File: src/rtl/seg_pkg.sv
package seg_pkg;
    typedef enum logic [1:0] {
        EXC_NONE   = 2'd0,
        EXC_ABSENT = 2'd1,
        EXC_BOUND  = 2'd2,
        EXC_RIGHTS = 2'd3
    } exc_e;

    typedef enum logic [1:0] {
        ACC_READ  = 2'd0,
        ACC_WRITE = 2'd1,
        ACC_EXEC  = 2'd2,
        ACC_RSVD  = 2'd3
    } acc_e;

    typedef enum logic [1:0] {
        FLD_BASE  = 2'd0,
        FLD_LIMIT = 2'd1,
        FLD_FLAGS = 2'd2,
        FLD_NONE  = 2'd3
    } fld_e;

    localparam int FLAG_W   = 4;
    localparam int FLAG_RD  = 0;
    localparam int FLAG_WR  = 1;
    localparam int FLAG_EX  = 2;
    localparam int FLAG_PRS = 3;
    localparam int NSEG     = 2;
endpackage

File: src/rtl/seg_regfile.sv
module seg_regfile
    import seg_pkg::*;
#(
    parameter int ADDR_W = 32
) (
    input  logic                                clk,
    input  logic                                rst_n,
    input  logic                                we,
    input  logic [2:0]                          sel,
    input  logic [ADDR_W-1:0]                   wdata,
    output logic [NSEG-1:0][ADDR_W-1:0]         base_q,
    output logic [NSEG-1:0][ADDR_W-1:0]         limit_q,
    output logic [NSEG-1:0][FLAG_W-1:0]         flags_q
);
    fld_e field;
    assign field = fld_e'(sel[1:0]);

    for (genvar g = 0; g < NSEG; g++) begin : g_seg
        logic hit;
        assign hit = we && (sel[2] == g[0]);

        always_ff @(posedge clk) begin
            if (!rst_n) begin
                base_q[g]  <= '0;
                limit_q[g] <= '0;
                flags_q[g] <= '0;
            end else if (hit) begin
                unique case (field)
                    FLD_BASE:  base_q[g]  <= wdata;
                    FLD_LIMIT: limit_q[g] <= wdata;
                    FLD_FLAGS: flags_q[g] <= wdata[FLAG_W-1:0];
                    FLD_NONE:  ;
                endcase
            end
        end
    end
endmodule

File: src/rtl/seg_access_check.sv
module seg_access_check
    import seg_pkg::*;
#(
    parameter int ADDR_W = 32
) (
    input  logic [ADDR_W-1:0] addr,
    input  logic [1:0]        kind,
    input  logic [ADDR_W-1:0] base,
    input  logic [ADDR_W-1:0] limit,
    input  logic [FLAG_W-1:0] flags,
    output exc_e              exc,
    output logic [ADDR_W-1:0] paddr
);
    localparam int OFF_W = ADDR_W - 1;

    logic [ADDR_W-1:0] offset;
    logic [ADDR_W:0]   sum;
    logic              present, out_of_range, carry, permitted;

    assign offset       = {1'b0, addr[OFF_W-1:0]};
    assign sum          = {1'b0, base} + {1'b0, offset};
    assign carry        = sum[ADDR_W];
    assign present      = flags[FLAG_PRS];
    assign out_of_range = (offset >= limit) || carry;

    always_comb begin
        unique case (acc_e'(kind))
            ACC_READ:  permitted = flags[FLAG_RD];
            ACC_WRITE: permitted = flags[FLAG_WR];
            ACC_EXEC:  permitted = flags[FLAG_EX];
            ACC_RSVD:  permitted = 1'b0;
        endcase
    end

    always_comb begin
        paddr = '0;
        if (!present)          exc = EXC_ABSENT;
        else if (out_of_range) exc = EXC_BOUND;
        else if (!permitted)   exc = EXC_RIGHTS;
        else begin
            exc   = EXC_NONE;
            paddr = sum[ADDR_W-1:0];
        end
    end
endmodule

File: src/rtl/seg_reloc_unit.sv
module seg_reloc_unit
    import seg_pkg::*;
#(
    parameter int ADDR_W = 32
) (
    input  logic              clk,
    input  logic              rst_n,
    input  logic              cfg_we,
    input  logic [2:0]        cfg_sel,
    input  logic [ADDR_W-1:0] cfg_wdata,
    input  logic              req_valid,
    input  logic [ADDR_W-1:0] req_addr,
    input  logic [1:0]        req_kind,
    output logic              rsp_valid,
    output logic [1:0]        rsp_exc,
    output logic [ADDR_W-1:0] rsp_paddr
);
    localparam int SEG_BIT = ADDR_W - 1;

    typedef enum logic [0:0] {S_IDLE = 1'b0, S_RESP = 1'b1} state_e;

    state_e state_q, state_d;

    logic [NSEG-1:0][ADDR_W-1:0] base_q;
    logic [NSEG-1:0][ADDR_W-1:0] limit_q;
    logic [NSEG-1:0][FLAG_W-1:0] flags_q;

    logic              seg_idx;
    exc_e              chk_exc;
    logic [ADDR_W-1:0] chk_paddr;

    seg_regfile #(.ADDR_W(ADDR_W)) u_regs (
        .clk     (clk),
        .rst_n   (rst_n),
        .we      (cfg_we),
        .sel     (cfg_sel),
        .wdata   (cfg_wdata),
        .base_q  (base_q),
        .limit_q (limit_q),
        .flags_q (flags_q)
    );

    assign seg_idx = req_addr[SEG_BIT];

    seg_access_check #(.ADDR_W(ADDR_W)) u_check (
        .addr  (req_addr),
        .kind  (req_kind),
        .base  (base_q[seg_idx]),
        .limit (limit_q[seg_idx]),
        .flags (flags_q[seg_idx]),
        .exc   (chk_exc),
        .paddr (chk_paddr)
    );

    always_comb begin
        unique case (state_q)
            S_IDLE:  state_d = req_valid ? S_RESP : S_IDLE;
            S_RESP:  state_d = req_valid ? S_RESP : S_IDLE;
            default: state_d = S_IDLE;
        endcase
    end

    always_ff @(posedge clk) begin
        if (!rst_n) state_q <= S_IDLE;
        else        state_q <= state_d;
    end

    always_ff @(posedge clk) begin
        if (!rst_n) begin
            rsp_exc   <= EXC_NONE;
            rsp_paddr <= '0;
        end else if (state_d == S_RESP) begin
            rsp_exc   <= chk_exc;
            rsp_paddr <= chk_paddr;
        end else begin
            rsp_exc   <= EXC_NONE;
            rsp_paddr <= '0;
        end
    end

    assign rsp_valid = (state_q == S_RESP);
endmodule

File: config.mk
export PLATFORM = sky130hd
export DESIGN_NAME = seg_reloc_unit
export DESIGN_NICKNAME = d
export VERILOG_FILES = /design/src/rtl/seg_pkg.sv /design/src/rtl/seg_regfile.sv /design/src/rtl/seg_access_check.sv /design/src/rtl/seg_reloc_unit.sv
export SDC_FILE = /design/constraint.sdc
export NUM_CORES = 1
export LEC_CHECK = 0
export CAP_MARGIN = 10
export CORE_ASPECT_RATIO = 1.2
export CORE_MARGIN = 2
export CORE_UTILIZATION = 59
export CTS_BUF_LIST = sky130_fd_sc_hd__clkbuf_8
export CTS_CLUSTER_SIZE = 24
export DETAILED_ROUTE_END_ITERATION = 16
export MAX_ROUTING_LAYER = met4
export PLACE_DENSITY = 0.83
export SETUP_SLACK_MARGIN = 0.02
export SLEW_MARGIN = 20
export SYNTH_ARGS = -nofsm -noshare
export SYNTH_HDL_FRONTEND = slang
export SYNTH_HIERARCHICAL = 1
export SYNTH_SLANG_ARGS = --single-unit
File: constraint.sdc
create_clock -name clk -period 4.1 [get_ports clk]
set_input_delay 0.615 -clock clk [delete_from_list [all_inputs] [get_ports clk]]
set_output_delay 0.615 -clock clk [all_outputs]
set_load 0.02 [all_outputs]
After elaboration in Yosys (flattened, before gate mapping)
Index checks and enable logic that the tools add are counted.
{"block": "word_totals", "register_bits": 171, "in_bits": 73, "elab_cells": 48}
{"block": "classes", "addsub": 1, "magnitude_cmp": 2, "n_eq_ne": 5, "muxes": 11, "bitwise_logic": 5, "reduce_logical": 14}
{"operator": "2-to-1 mux 32 bit", "count": 4}
{"operator": "adder 32 x 31 -> 33 bit", "count": 1}
{"operator": ">= comparator 31 x 32 -> 1 bit", "count": 1}
{"operator": "AND reduction 2 bit", "count": 7}
{"operator": "2-to-1 mux 4 bit", "count": 2}
{"operator": "== test 2 bit (second input constant)", "count": 3}
{"operator": "NOT 1 bit", "count": 5}
{"operator": "OR reduction 5 bit", "count": 1}
{"operator": "== test 2 x 1 -> 1 bit (second input constant)", "count": 2}
{"operator": "zero test 2 bit", "count": 2}
{"operator": "2-to-1 mux 2 bit", "count": 2}
{"operator": "one-hot mux 1 bit (4 select lines)", "count": 1}
{"operator": "AND reduction 3 bit", "count": 1}
{"operator": "logical AND 1 bit", "count": 2}
{"operator": "< comparator 1 x 2 -> 1 bit (second input constant)", "count": 1}
{"operator": "2-to-1 mux 1 bit", "count": 2}
{"operator": "logical OR 1 bit", "count": 1}

Longest topological paths before layout
Gate-level depths: netlist (run 1).
{"block": "logic_depth", "word_depth": 6, "depth_mapped": 15}

Hierarchy
Netlist (run 1), hierarchy kept.
{"module": "seg_regfile", "instances": 1, "cells_each": 481, "area_per_inst_um2": 5003.5, "seq_area_each_um2": 2722.6}
{"module": "seg_access_check", "instances": 1, "cells_each": 419, "area_per_inst_um2": 2921.6, "seq_area_each_um2": 0.0}
{"module": "seg_reloc_unit", "instances": 1, "cells_each": 152, "area_per_inst_um2": 1855.5, "seq_area_each_um2": 700.7}

Worst setup path before layout (run 1)
OpenSTA, ideal clock, no wires.
{"block": "synth_path", "kind": "input-to-reg", "start": "input req_addr[31]", "end": "register rsp_paddr[16]", "setup_time_ps": 116, "arrival_ps": 3105, "required_ps": 3984, "slack_ps": 880, "path_stages": 13, "n_path_buf": 4, "path_cell_list": "buf_6 > buf_2 > mux2_2 > ha_1 > clkbuf_1 > nand2_1 > or3_1 > a211oi_2 > nor3_4 > nand2_2 > buf_2 > nor2_1 > and3_1"}
{"block": "synth_via", "elab_chain_cells": 5, "elab_cells_between_ends": 13, "cone_classes": "add/sub (1); order compare (1); mux (7); bitwise (2); reduce/logical (2)"}
{"element": "start, declared", "line": "seg_reloc_unit.sv:12", "text": "input logic [ADDR_W-1:0] req_addr,"}
{"element": "2-to-1 mux 32 bit (implied by the code), or another cell as far along (2 in series)", "line": "seg_reloc_unit.sv:48", "text": ".base (base_q[seg_idx]),"}
{"element": "adder 32 x 31 -> 33 bit, or another cell as far along", "line": "seg_access_check.sv:21", "text": "assign sum = {1'b0, base} + {1'b0, offset};"}
{"element": "logical OR 1 bit or NOT 1 bit (tied branches)"}
{"element": "OR reduction 5 bit (no line)"}
{"element": "end signal, assigned", "line": "seg_reloc_unit.sv:74", "text": "rsp_paddr <= chk_paddr;"}
{"element": "end, declared", "line": "seg_reloc_unit.sv:16", "text": "output logic [ADDR_W-1:0] rsp_paddr"}
Parallel ways exist; a longest one is shown, timed or not. The select of a mux whose other input is x is not followed.
A chain may end at the register's enable or synchronous reset.

Worst setup path in the final report (run 1)
{"block": "layout_path", "start": "input req_addr[31]", "end": "register rsp_paddr[27]"}
The elaborated chain is that of the path after synthesis.

==> results of run 1 <==
[registers in the layout, summed over array words and instances (netlist names)]
| name | count |
|---|---|
| rsp_exc | 2 |
| rsp_paddr | 32 |
| u_regs/base_q | 64 |
| rsp_valid | 1 |
| u_regs/flags_q | 8 |
| u_regs/limit_q | 64 |
[critical path: cells and delay by family]
family | cells | cell delay, ps
multiplexers | 1 | 360
adder cells (fa/ha/maj) | 1 | 240
buffers and inverters | 4 | 800
AND/OR/NAND/NOR | 4 | 710
AO/OA/AOI/OAI | 3 | 1000
[synthesized netlist by cell type (3+ instances only)]
| cell type | number | area, um2 |
|---|---|---|
| o2111ai_1 | 4 | 35.0 |
| a31oi_1 | 3 | 18.8 |
| a211oi_2 | 5 | 62.6 |
| nand3b_1 | 4 | 30.0 |
| nand3_1 | 13 | 65.1 |
| and3_1 | 39 | 244 |
| inv_1 | 41 | 154 |
| nand2_1 | 194 | 728 |
| mux2i_1 | 138 | 1380 |
| o21a_1 | 4 | 30.0 |
| mux2_4 | 20 | 300 |
| buf_2 | 18 | 90.1 |
| clkbuf_1 | 24 | 90.1 |
| a21oi_1 | 39 | 195 |
| a211oi_1 | 8 | 60.1 |
| o21ai_0 | 17 | 85.1 |
| nand4_1 | 7 | 43.8 |
| buf_6 | 11 | 124 |
| nor3_1 | 10 | 50.1 |
| xor2_1 | 14 | 123 |
| nor2_1 | 48 | 180 |
| dfxtp_1 | 171 | 3420 |
| nand2b_1 | 5 | 31.3 |
| mux2_2 | 48 | 541 |
| nand4b_1 | 3 | 26.3 |
| buf_4 | 6 | 45.0 |
| and2_1 | 3 | 18.8 |
| xnor2_1 | 8 | 70.1 |
| o211ai_1 | 10 | 75.1 |
| o21ai_1 | 4 | 20.0 |
| ha_1 | 62 | 776 |
| a21o_1 | 27 | 203 |
[final cells by class]
type	instances	area (um2)	share of cell area, %
clock inverter	13	140	1.24
tap	212	265	2.35
multi-input combinational	778	5830	51.5
timing repair buffer	127	1240	11.0
inverter	41	154	1.36
sequential	171	3420	30.3
clock buffer	19	262	2.31
[metal layers]
metal / share of wire, % / up-vias / GRT usage (%)
met5: 0 / - / -
met4: 1.6 / 0 / 7.41
met3: 4.4 / 33 / 4.52
met2: 47 / 205 / 43.8
met1: 47 / 3710 / 37.1
li1: - / 3853 / -
[how the worst max path moves through the flow]
stage / start / slack (ps) / endpoint
floorplan: req_addr[31] / 880 / rsp_paddr[16]
global placement: req_addr[31] / 380 / rsp_paddr[27]
detailed placement: req_addr[31] / 350 / rsp_paddr[29]
CTS: req_addr[31] / 810 / rsp_paddr[27]
global route: req_addr[31] / 580 / rsp_paddr[31]
finish: req_addr[31] / 760 / rsp_paddr[27]
[power breakdown]
group | switching [mW] | internal, mW | leakage, nW
logic | 0.267 | 0.217 | 3.38
registers | 0.0145 | 1.69 | 1.38
clock network | 0.633 | 0.579 | 0.206
total | 0.915 | 2.49 | 4.97
[kinds of logic (layout without fill, tap and decap cells)]
kind of cell	count (synthesis)	count (layout)	share of synthesized area (%)
buf+inv	103	200	5.49
compound gates	141	141	10.1
mux	206	206	22.7
simple gates	346	346	16.6
fa+ha+maj	63	63	8.14
xor+xnor	22	22	1.97
flops	171	171	35.0
==> flow_summary.json, run 1 <==
{
  "outcome": "finished, final reports clean",
  "final-instance-count-excl-fill": 1361,
  "grt_pass1_wl_um": 37900,
  "slew_viol_final": 0,
  "synth_edf_count": 0,
  "htree_levels": 4,
  "cts_resized": 0,
  "max_slew_margin_pct": 28.2,
  "crit_path_cell_trace": "buf_4, buf_12, mux2_2, inv_1, ha_1, and3_1, a221oi_1, o221ai_1, o21ai_1, nand2_2, buf_4, nor4_2, and3_1",
  "antennaDiodeCount": 0,
  "crit_path_end_kind": "register",
  "synthFlopType": "dfxtp_1",
  "post_cts_buffers": 0,
  "cap_viol_max_count": 0,
  "r2r_slack_ps": 1050,
  "fin_nets": 1272,
  "cts.sinks": 171,
  "tns_ps": 0,
  "worstSetupStartpointType": "input pin",
  "mostFrequentLayoutCells": "nand2_1 (194), dfxtp_1 (171), mux2i_1 (138), clkdlybuf4s50_1 (105), ha_1 (62)",
  "finalClockSkew_ps": 11.0,
  "rows": 51,
  "setup_viol": 0,
  "cts_hold_buf": 0,
  "r2r_end": "rsp_paddr[15]",
  "peakVddDrop_mv": 0.209,
  "fin_hold_ws_ps": 457,
  "cts_buffers": 17,
  "drt-pass1-iter-count": 5,
  "totalWireLength_um": 23300,
  "die_width_um": 122,
  "stdcell_area_um2": 11300,
  "fin_crit_sh_pct": 81.5,
  "worstHoldPathType": "register to register",
  "rr_startpoint": "u_regs/base_q[57]",
  "cts_tree": "built",
  "gr-usage-all-layers_pct": 27.8,
  "hold-path-endpoint": "u_regs/base_q[15]",
  "final_common_cell": "nand2_1",
  "syn_area_per_cell_um2": 9.30,
  "routed-via-count": 7801,
  "synth.cell_area_um2": 9780,
  "path_class": "input pin to register",
  "hold_start": "u_regs/base_q[15]",
  "synthDistinctLibCells": 67,
  "place_area_um2": 10900,
  "ant_nets": 0,
  "drc": 0,
  "synth_cells": 1052,
  "ys_seq_area_share_pct": 35.0,
  "grt_pass1_vias": 7555,
  "gr-total-overflow": 0,
  "gp_congestion": 0.921,
  "port_buffers": 107,
  "cp_max_fo": 30,
  "period_minus_slack_ps": 3340,
  "grt_setup_unrepaired": "false",
  "hold_viol": 0,
  "die_h_um": 145,
  "drt_iter0_markers": 472,
  "core_area_um2": 16200,
  "min_path_cells": 2,
  "clock_path_buffers": 2,
  "cp_slowest_cell": "a221oi_1",
  "fillCellCount": 1263,
  "max_stage_delay_ps": 390,
  "area_delta_synth_final_pct": 15.6,
  "fmax_mhz": 299,
  "drive_gt1_share_pct": 12.4,
  "ys_seq_elements": 171,
  "final_util_pct": 69.8,
  "synth_nets": 1188,
  "die-area_um2": 17600,
  "clk_latency_ps": 460,
  "io_pins": 108,
  "powerDensity_nw_per_um2": 301,
  "finalPower_mw": 3.40,
  "place_ws_ps": 351,
  "wl_per_cell_um": 17.1,
  "placedCellCount": 1329,
  "synthArstFlopShare_pct": 0,
  "yosysWarnings": 6,
  "p_leak_nw": 4.97,
  "final.setup.worst_slack_ps": 759,
  "start_util_pct": 60.3,
  "tightest_slew_ps": 1060,
  "clockRootBuffer": "clkbuf_8",
  "cp.required_ps": 4510,
  "crit_arrival_ps": 3750,
  "antenna_found_initial": 0,
  "ff2ff_path_depth": 11,
  "hpwl_um": 17200,
  "grt_start_max_net_pins": 98,
  "clk_pin_slew_ps": 90,
  "via_per_inst": 5.73
}
Power figures use the tool's default switching activity.
==> run 2: changes to the inputs <==
- CORE_UTILIZATION: 59 -> 53
- PLACE_DENSITY: 0.83 -> 0.79
- clock period: 4.1 -> 2.9 ns (I/O delays scaled with it)
==> flow_summary.json, run 2 (synthesized netlist as in run 1, its figures left out) <==
{
  "outcome": "finished, final reports clean",
  "tns_ps": 0,
  "drive_gt1_share_pct": 22.5,
  "ff2ff_path_depth": 12,
  "area_delta_synth_final_pct": 29.0,
  "hpwl_um": 17700,
  "gr-usage-all-layers_pct": 26.2,
  "worstSetupStartpointType": "input pin",
  "antenna_found_initial": 0,
  "fin_crit_sh_pct": 98.3,
  "crit_path_cell_trace": "buf_6, buf_12, mux2_2, ha_4, buf_4, a211oi_4, o211ai_1, buf_4, a211oi_4, o2111ai_4, a211oi_2, xor2_1, nor2_1, and3_1",
  "die-area_um2": 19600,
  "clock_path_buffers": 2,
  "cp_slowest_cell": "mux2_2",
  "via_per_inst": 5.59,
  "hold_viol": 0,
  "grt_use_met3_pct": 3.68,
  "gp_congestion": 0.915,
  "cts.sinks": 171,
  "finalPower_mw": 4.99,
  "period_minus_slack_ps": 2850,
  "top_regs": "u_regs/base_q: 64 flops, u_regs/limit_q: 64 flops, rsp_paddr: 32 flops",
  "cts_tree": "built",
  "drt-pass1-iter-count": 5,
  "crit_arrival_ps": 3210,
  "gr-total-overflow": 0,
  "final_common_cell": "nand2_1",
  "final_util_pct": 69.7,
  "fin_hold_ws_ps": 459,
  "clockRootBuffer": "clkbuf_8",
  "rows": 54,
  "max_stage_delay_ps": 360,
  "min_path_cells": 2,
  "clk_latency_ps": 470,
  "stdcell_area_um2": 12600,
  "worstHoldPathType": "register to register",
  "htree_levels": 4,
  "max_slew_margin_pct": 35.6,
  "grt_pass1_wl_um": 40000,
  "die_width_um": 128,
  "setup_viol": 0,
  "cap_viol_max_count": 0,
  "wl_per_cell_um": 17.2,
  "place_area_um2": 12000,
  "die_h_um": 153,
  "p_leak_nw": 5.60,
  "crit_family": "compound AO/OA/AOI/OAI gates",
  "totalWireLength_um": 25500,
  "cts_buffers": 17,
  "start_util_pct": 54.0,
  "grt_util_met1_pct": 34.5,
  "cp.buffers_inverters": 4,
  "clk_pin_slew_ps": 90,
  "powerDensity_nw_per_um2": 395,
  "final-instance-count-excl-fill": 1484,
  "grt.busiest_layer": "met2",
  "placedCellCount": 1445,
  "final.setup.worst_slack_ps": 48.6,
  "fmax_mhz": 351,
  "peakVddDrop_mv": 0.280,
  "port_buffers": 107,
  "finalClockSkew_ps": 16.8,
  "place_ws_ps": -472,
  "antennaDiodeCount": 0,
  "tightest_slew_ps": 963,
  "ant_nets": 0,
  "drc": 0,
  "globalRouteMet2Util_pct": 41.7,
  "crit_path_end_kind": "register",
  "grt_pass1_vias": 8021,
  "io_pins": 108,
  "drt_iter0_markers": 617,
  "fin_nets": 1386,
  "cp.required_ps": 3260,
  "fillCellCount": 1375,
  "routed-via-count": 8300,
  "cts_hold_buf": 0,
  "path_class": "input pin to register",
  "worst-path-stages": 14,
  "grt_start_max_net_pins": 72,
  "cp_max_fo": 7,
  "core_area_um2": 18100,
  "slew_viol_final": 0,
  "mostFrequentLayoutCells": "nand2_1 (194), dfxtp_1 (171), mux2i_1 (138), buf_4 (122), clkdlybuf4s50_1 (105)"
}
-- run 2: changes by cell type in the layout (fill, tap and decap cells not counted), moves of 3 or more --
| cell | before | now |
|---|---|---|
| ha_4 | 0 | 10 |
| buf_12 | 2 | 10 |
| clkbuf_16 | 0 | 3 |
| a21oi_2 | 1 | 4 |
| ha_1 | 62 | 51 |
| buf_4 | 20 | 122 |
| a211oi_4 | 0 | 4 |
| a211oi_1 | 8 | 5 |
| a21oi_1 | 39 | 36 |
-- run 2: final timing paths --
| check | startpoint | to | slack (ps) |
|---|---|---|---|
| max reg2reg | u_regs/base_q[0] | rsp_paddr[29] | 60 |
| min | u_regs/base_q[2] | u_regs/base_q[2] | 460 |
| min reg2reg | u_regs/base_q[2] | u_regs/base_q[2] | 460 |
| max | req_addr[31] | rsp_paddr[29] | 50 |
-- run 2: what timing repair did --
action | CTS | global route
resized for setup | 1 | 18
setup endpoints to repair | 2 | 32
buffers inserted | 0 | 7
pin swaps | 0 | 17
hold endpoints to repair | 0 | 0
cloned | 0 | 3
-- run 2: power by group --
part           internal [mW]  switching (mW)
clock network          0.862           0.873
logic                  0.422           0.423
registers               2.39          0.0217
total                   3.67            1.32
-- run 2: final cells by class --
| type | instances | area [um2] | share of cell area [%] |
|---|---|---|---|
| inverters | 41 | 154 | 1.22 |
| clock inverters | 11 | 146 | 1.16 |
| flip-flops and latches | 171 | 3420 | 27.1 |
| clock buffers | 18 | 248 | 1.96 |
| well taps | 224 | 280 | 2.22 |
| multi-input cells | 778 | 6120 | 48.5 |
| repair buffers | 241 | 2250 | 17.9 |
-- run 2: worst min-delay path, delay by kind of cell (launching register included) --
family        cells  cell delay (ps)
flops             1              320
simple gates      1               50
mux               1               50
-- run 2: metal layers --
layer	part of all wire, %	vias to the layer above	wire length [um]
met2	48	224	12200
met5	0	-	0
met3	4.2	43	1060
li1	-	4075	-
met1	45	3958	11600
met4	2.4	0	623
==> run 3: changes to the inputs <==
- CAP_MARGIN: 10 -> not set
- CTS_CLUSTER_DIAMETER: not set -> 150
==> results of run 3 <==
The final DEF is identical to that of run 2; final timing and power are the same.
